## config.mk

```make
export PLATFORM = sky130hd
export DESIGN_NAME = pp_lock_buf
export DESIGN_NICKNAME = d
export VERILOG_FILES = /design/src/rtl/pp_lock_pkg.sv /design/src/rtl/pp_lock_cell.sv /design/src/rtl/pp_agent.sv /design/src/rtl/pp_bank_mem.sv /design/src/rtl/pp_lock_buf.sv
export SDC_FILE = /design/constraint.sdc
export NUM_CORES = 1
export LEC_CHECK = 0
export ABC_CLOCK_PERIOD_IN_PS = 1850
export BUFFER_PORTS_ARGS = -buffer_cell sky130_fd_sc_hd__buf_2
export CAP_MARGIN = 20
export CORE_UTILIZATION = 56
export DETAILED_ROUTE_END_ITERATION = 8
export PLACE_DENSITY = 0.74
export SLEW_MARGIN = 0
export SYNTH_ARGS = -nofsm -noshare
export SYNTH_HDL_FRONTEND = slang
export SYNTH_SLANG_ARGS = --single-unit
```

## constraint.sdc

```tcl
create_clock -name clk_i -period 1.85 [get_ports clk_i]
set_input_delay 0.185 -clock clk_i [delete_from_list [all_inputs] [get_ports clk_i]]
set_output_delay 0.185 -clock clk_i [all_outputs]
set_load 0.01 [all_outputs]
```

## src/rtl/pp_lock_pkg.sv

```systemverilog
package pp_lock_pkg;
  typedef enum logic {LK_WRITABLE = 1'b0, LK_READABLE = 1'b1} lock_state_e;
  typedef enum logic {ROLE_PROD = 1'b0, ROLE_CONS = 1'b1} role_e;
endpackage

```

## src/rtl/pp_lock_cell.sv

```systemverilog
module pp_lock_cell
  import pp_lock_pkg::*;
(
  input  logic clk_i,
  input  logic rst_ni,
  input  logic prod_rel_i,
  input  logic cons_rel_i,
  output logic state_o
);
  lock_state_e state_q;

  always_ff @(posedge clk_i or negedge rst_ni) begin
    if (!rst_ni)         state_q <= LK_WRITABLE;
    else if (prod_rel_i) state_q <= LK_READABLE;
    else if (cons_rel_i) state_q <= LK_WRITABLE;
  end

  assign state_o = state_q;

  // the two owners are exclusive, so never release the same lock together
  a_r10_single_release: assert property (@(posedge clk_i) disable iff (!rst_ni)
    !(prod_rel_i && cons_rel_i));
  a_r3_prod_rel_readable: assert property (@(posedge clk_i) disable iff (!rst_ni)
    prod_rel_i |=> state_o == LK_READABLE);
  a_r4_cons_rel_writable: assert property (@(posedge clk_i) disable iff (!rst_ni)
    cons_rel_i |=> state_o == LK_WRITABLE);
endmodule

```

## src/rtl/pp_agent.sv

```systemverilog
module pp_agent
  import pp_lock_pkg::*;
#(
  parameter role_e ROLE = ROLE_PROD
) (
  input  logic       clk_i,
  input  logic       rst_ni,
  input  logic       acq_i,
  input  logic       done_i,
  input  logic       acc_i,
  input  logic [1:0] lock_state_i,
  output logic       held_o,
  output logic       bank_o,
  output logic [1:0] rel_o,
  output logic       acc_ok_o,
  output logic       err_o
);
  localparam logic WANT = (ROLE == ROLE_PROD) ? 1'b0 : 1'b1;

  logic held_q, bank_q, err_q;
  logic acq_ok, rel;

  assign acq_ok = !held_q && acq_i && (lock_state_i[bank_q] == WANT);
  assign rel    = held_q && done_i;

  always_ff @(posedge clk_i or negedge rst_ni) begin
    if (!rst_ni) begin
      held_q <= 1'b0;
      bank_q <= 1'b0;
    end else if (rel) begin
      held_q <= 1'b0;
      bank_q <= ~bank_q;
    end else if (acq_ok) begin
      held_q <= 1'b1;
    end
  end

  always_ff @(posedge clk_i or negedge rst_ni) begin
    if (!rst_ni)               err_q <= 1'b0;
    else if (acc_i && !held_q) err_q <= 1'b1;
  end

  assign rel_o    = {rel & bank_q, rel & ~bank_q};
  assign acc_ok_o = acc_i & held_q;
  assign held_o   = held_q;
  assign bank_o   = bank_q;
  assign err_o    = err_q;

  a_r2_held_matches_lock: assert property (@(posedge clk_i) disable iff (!rst_ni)
    held_q |-> lock_state_i[bank_q] == WANT);
  a_r3_release_moves_bank: assert property (@(posedge clk_i) disable iff (!rst_ni)
    rel |=> (!held_q && bank_q != $past(bank_q)));
  a_r5_grant_needs_request: assert property (@(posedge clk_i) disable iff (!rst_ni)
    $rose(held_q) |-> $past(acq_i));
  a_r7_err_sticky: assert property (@(posedge clk_i) disable iff (!rst_ni)
    err_q |=> err_q);
  a_r8_done_no_hold: assert property (@(posedge clk_i) disable iff (!rst_ni)
    (done_i && !held_q) |=> $stable(bank_q));
endmodule

```

## src/rtl/pp_bank_mem.sv

```systemverilog
module pp_bank_mem #(
  parameter int DATA_W = 16,
  parameter int DEPTH  = 8,
  localparam int AW    = (DEPTH > 1) ? $clog2(DEPTH) : 1
) (
  input  logic              clk_i,
  input  logic              rst_ni,
  input  logic              we_i,
  input  logic              wbank_i,
  input  logic [AW-1:0]     waddr_i,
  input  logic [DATA_W-1:0] wdata_i,
  input  logic              re_i,
  input  logic              rbank_i,
  input  logic [AW-1:0]     raddr_i,
  output logic [DATA_W-1:0] rdata_o,
  output logic              rvalid_o
);
  logic [DATA_W-1:0] bank_rd [2];

  for (genvar b = 0; b < 2; b++) begin : g_bank
    logic [DATA_W-1:0] mem_q [DEPTH];

    always_ff @(posedge clk_i or negedge rst_ni) begin
      if (!rst_ni) begin
        for (int i = 0; i < DEPTH; i++) mem_q[i] <= '0;
      end else if (we_i && (wbank_i == b[0])) begin
        mem_q[waddr_i] <= wdata_i;
      end
    end

    assign bank_rd[b] = mem_q[raddr_i];
  end

  always_ff @(posedge clk_i or negedge rst_ni) begin
    if (!rst_ni) begin
      rdata_o  <= '0;
      rvalid_o <= 1'b0;
    end else begin
      rvalid_o <= re_i;
      if (re_i) rdata_o <= bank_rd[rbank_i];
    end
  end
endmodule

```

## src/rtl/pp_lock_buf.sv

```systemverilog
module pp_lock_buf
  import pp_lock_pkg::*;
#(
  parameter int DATA_W = 16,
  parameter int DEPTH  = 8,
  localparam int AW    = (DEPTH > 1) ? $clog2(DEPTH) : 1
) (
  input  logic              clk_i,
  input  logic              rst_ni,
  input  logic              p_acq_i,
  input  logic              p_done_i,
  input  logic              p_wr_i,
  input  logic [AW-1:0]     p_addr_i,
  input  logic [DATA_W-1:0] p_data_i,
  output logic              p_gnt_o,
  output logic              p_bank_o,
  output logic              p_err_o,
  input  logic              c_acq_i,
  input  logic              c_done_i,
  input  logic              c_rd_i,
  input  logic [AW-1:0]     c_addr_i,
  output logic [DATA_W-1:0] c_data_o,
  output logic              c_rvalid_o,
  output logic              c_gnt_o,
  output logic              c_bank_o,
  output logic              c_err_o,
  output logic [1:0]        bank_empty_o,
  output logic [1:0]        bank_full_o
);
  logic [1:0] lk_state;
  logic [1:0] p_rel, c_rel;
  logic       p_held, c_held, p_bank, c_bank;
  logic       p_wr_ok, c_rd_ok;

  pp_agent #(.ROLE(ROLE_PROD)) u_prod (
    .clk_i, .rst_ni,
    .acq_i(p_acq_i), .done_i(p_done_i), .acc_i(p_wr_i),
    .lock_state_i(lk_state),
    .held_o(p_held), .bank_o(p_bank), .rel_o(p_rel),
    .acc_ok_o(p_wr_ok), .err_o(p_err_o)
  );

  pp_agent #(.ROLE(ROLE_CONS)) u_cons (
    .clk_i, .rst_ni,
    .acq_i(c_acq_i), .done_i(c_done_i), .acc_i(c_rd_i),
    .lock_state_i(lk_state),
    .held_o(c_held), .bank_o(c_bank), .rel_o(c_rel),
    .acc_ok_o(c_rd_ok), .err_o(c_err_o)
  );

  for (genvar b = 0; b < 2; b++) begin : g_lock
    pp_lock_cell u_cell (
      .clk_i, .rst_ni,
      .prod_rel_i(p_rel[b]),
      .cons_rel_i(c_rel[b]),
      .state_o(lk_state[b])
    );
    assign bank_empty_o[b] = (lk_state[b] == LK_WRITABLE) && !(p_held && (p_bank == b[0]));
    assign bank_full_o[b]  = (lk_state[b] == LK_READABLE) && !(c_held && (c_bank == b[0]));
  end

  pp_bank_mem #(.DATA_W(DATA_W), .DEPTH(DEPTH)) u_mem (
    .clk_i, .rst_ni,
    .we_i(p_wr_ok), .wbank_i(p_bank), .waddr_i(p_addr_i), .wdata_i(p_data_i),
    .re_i(c_rd_ok), .rbank_i(c_bank), .raddr_i(c_addr_i),
    .rdata_o(c_data_o), .rvalid_o(c_rvalid_o)
  );

  assign p_gnt_o  = p_held;
  assign c_gnt_o  = c_held;
  assign p_bank_o = p_bank;
  assign c_bank_o = c_bank;

  a_r10_exclusive_bank: assert property (@(posedge clk_i) disable iff (!rst_ni)
    !(p_held && c_held && (p_bank == c_bank)));
  a_r9_read_valid_next: assert property (@(posedge clk_i) disable iff (!rst_ni)
    c_rd_ok |=> c_rvalid_o);
  a_r7_no_read_unheld: assert property (@(posedge clk_i) disable iff (!rst_ni)
    (c_rd_i && !c_gnt_o) |=> !c_rvalid_o);
  a_r11_status_disjoint: assert property (@(posedge clk_i) disable iff (!rst_ni)
    (bank_empty_o & bank_full_o) == 2'b00);
endmodule

```

==> results.sh <==
export IMPL_ir_worst_vdd_uv=1050
export IMPL_grtUsageTotal_pct=26.8
export IMPL_grt_pass1_vias=8402
export IMPL_required_ns=2.28
export IMPL_synth_common_cells="281 x dfrtp_1, 246 x mux2_2, 130 x mux2i_1"
export IMPL_period_minus_slack_ns=1.79
export IMPL_antenna_found_initial=1
export IMPL_power_density_nw_per_um2=1510
export IMPL_yosysUniqueCellTypes=33
export IMPL_r2r_end="u_mem.g_bank[1].mem_q[118]$_DFFE_PN0P_"
export IMPL_path_max_fanout=16
export IMPL_drive_gt1_share_pct=41.7
export IMPL_rows=54
export IMPL_fin_nets=1050
export IMPL_final_period_utilization_pct=96.5
export IMPL_synth_area_um2=12700
export IMPL_synth_edf_count=0
export IMPL_ys_flop_type="dfrtp_1"
export IMPL_cts_buffers=31
export IMPL_netlist_area_leader_share_pct=55.4
export IMPL_finalHoldViolCount=0
export IMPL_reg2reg_from="u_prod.held_o$_DFFE_PN0P_"
export IMPL_maxSlewViolCount=0
export IMPL_grt_pass1_wl_um=48000
export IMPL_gp_congestion=0.778
export IMPL_ant_nets=0
export IMPL_setup_violations=0
export IMPL_hold_path_class="in -> async"
export IMPL_path_class="reg -> reg"
export IMPL_async_reset_ff_share_pct=100
export IMPL_ys_ff_latch=281
export IMPL_r2r_slack_ns=0.06
export IMPL_drc=4
export IMPL_core_um2=22000
export IMPL_area_growth_pct=16.4
export IMPL_synth_most_common_cell="dfrtp_1"
export IMPL_syn_area_per_cell_um2=13.6
export IMPL_drv_cap=0
export IMPL_dp_hpwl_um=18400
export IMPL_rsz0062_at_grt="false"
export IMPL_worst_pin_slew_ns=0.424
export IMPL_start_kind="flop"
export IMPL_worst_setup_path_end_kind="flop"
export IMPL_ios=57
export IMPL_io_buffers=56
export IMPL_gr_total_overflow=0
export IMPL_placedCellCount=1260
export IMPL_fmaxAchievable_mhz=560
export IMPL_cts_tree="built"
export IMPL_stdcell_count=1323
export IMPL_synth_nets=967
export IMPL_synthCells=937
export IMPL_wl_um=29900
export IMPL_ys_seq_area_share_pct=55.4
export IMPL_status="finished, violations left"
export IMPL_ys_warn_count=0
export IMPL_die_area_um2=23300
export IMPL_grt_max_degree=61
export IMPL_power_total_uw=22400
export IMPL_clock_path_buffers=3
export IMPL_post_drt_via_cell_ratio=5.95
export IMPL_critPathArrivalTime_ns=2.22
export IMPL_fp_dieH_um=153
export IMPL_clock_latency_ns=0.56
export IMPL_clk_pin_slew_ns=0.06
export IMPL_drtIter0Drc=476
export IMPL_post_cts_setup_buffers=0
export IMPL_fin_worst_skew_ns=0.0146
export IMPL_power_leakage_uw=0.00728
export IMPL_die_w_um=153
export IMPL_rr_worst_depth=5
export IMPL_maxSlewHeadroom_pct=71.8
export IMPL_synth_top_area_cell="dfrtp_1"
export IMPL_synth_area_top_cells="dfrtp_1 55%, mux2_2 22%, mux2i_1 10%"
export IMPL_vias=7871
export IMPL_htree_levels=1
export IMPL_initial_core_util_pct=57.6
export IMPL_wl_per_cell_um=22.6
export IMPL_fin_hold_ws_ns=0.0827
export IMPL_failed_checks="design-rule violations"
export IMPL_firstDrtPassIters=8
export IMPL_root_buffer="clkbuf_16"
export IMPL_cts_num_sinks=281
==> state kept, by name, indices dropped and copies added (netlist names) <==
name and flops:
u_mem.g_bank.mem_q 256, u_mem.rdata_o 16, g_lock.u_cell.state_o 2, u_cons.bank_o 1, u_cons.err_o 1, u_cons.held_o 1
u_mem.rvalid_o 1, u_prod.bank_o 1, u_prod.err_o 1, u_prod.held_o 1
==> layout by cell type (no fill, tap or decap), types with 18 or more instances in the layout <==
| master | Yosys | layout |
|---|---|---|
| a21oi_1 | 18 | 18 |
| mux2_2 | 246 | 246 |
| buf_2 | 22 | 54 |
| buf_4 | 0 | 41 |
| mux2i_1 | 130 | 130 |
| nand3_1 | 49 | 49 |
| dfrtp_1 | 281 | 281 |
| a22oi_1 | 48 | 48 |
| nand2_1 | 38 | 38 |
| clkbuf_16 | 0 | 31 |
==> through the flow <==
stage          utilization (%)  setup slack, ns  area, um^2  setup TNS (ns)
2_1_floorplan                -           -0.171       12700           -5.49
3_3_place_gp              62.2            0.115       13700               0
3_5_place_dp              62.2           0.0814       13700               0
4_1_cts                   67.1           0.0704       14800               0
5_1_grt                   67.1           0.0136       14800               0
6_report                  67.1           0.0647       14800               0
==> routing by layer <==
| layer | vias up | track usage [%] | wire, um |
|---|---|---|---|
| li1 | 3561 | - | - |
| met1 | 4088 | 37.4 | 13600 |
| met2 | 174 | 44.2 | 14400 |
| met3 | 48 | 4.10 | 1260 |
| met4 | 0 | 6.30 | 655 |
| met5 | - | 0 | 0 |
==> cell families (layout without fill, tap and decap cells) <==
family,Yosys count,in the layout,share of synthesized area (%)
mux,386,386,33.2
other cells,0,1,0
xor+xnor,2,2,0.138
compound gates,75,75,4.03
simple gates,117,117,4.49
flops,281,281,55.4
buf+inv,76,181,2.71
==> worst max path at each step <==
stage / start / endpoint / slack, ns / cells past startpoint
final: u_prod.held_o$_DFFE_PN0P_ / u_mem.g_bank[1].mem_q[118]$_DFFE_PN0P_ / 0.06 / 5
after global routing: u_prod.held_o$_DFFE_PN0P_ / u_mem.g_bank[1].mem_q[58]$_DFFE_PN0P_ / 0.01 / 6
after CTS: u_prod.held_o$_DFFE_PN0P_ / u_mem.g_bank[1].mem_q[124]$_DFFE_PN0P_ / 0.07 / 5
after detailed placement: u_prod.held_o$_DFFE_PN0P_ / u_mem.g_bank[1].mem_q[124]$_DFFE_PN0P_ / 0.08 / 5
after global placement: u_prod.held_o$_DFFE_PN0P_ / u_mem.g_bank[1].mem_q[105]$_DFFE_PN0P_ / 0.12 / 6
after floorplan: u_prod.held_o$_DFFE_PN0P_ / u_mem.g_bank[1].mem_q[117]$_DFFE_PN0P_ / -0.17 / 8
==> power breakdown <==
part	switching [uW]	total, uW	leakage, uW	internal [uW]
sequential	1570	10700	0.00371	9100
combinational	2310	5620	0.00306	3310
clock	2410	6080	0.000507	3670
==> cell type report <==
cell class                      instances  area [um^2]
Antenna cell                            1         2.50
Clock buffer                           42          867
Inverter                                5         18.8
Sequential cell                       281         7030
Tap cell                              280          350
Multi-Input combinational cell        580         5360
Fill cell                            1616         7250
Timing Repair Buffer                  121         1010
Clock inverter                         13          144
==> critical path, cell delays in order (launching register included) <==
cell and delay (ns):
dfrtp_1 0.38, nand2_4 0.08, or3_1 0.33, or3_1 0.37, buf_12 0.19, mux2_4 0.30
==> timing repair <==
action | CTS | global route
setup endpoints to repair | 0 | 4
hold buffers | 7 | 0
resized for setup | 0 | 1
endpoints found under the hold margin | 289 | 0
(Power assumes the default switching activity.)
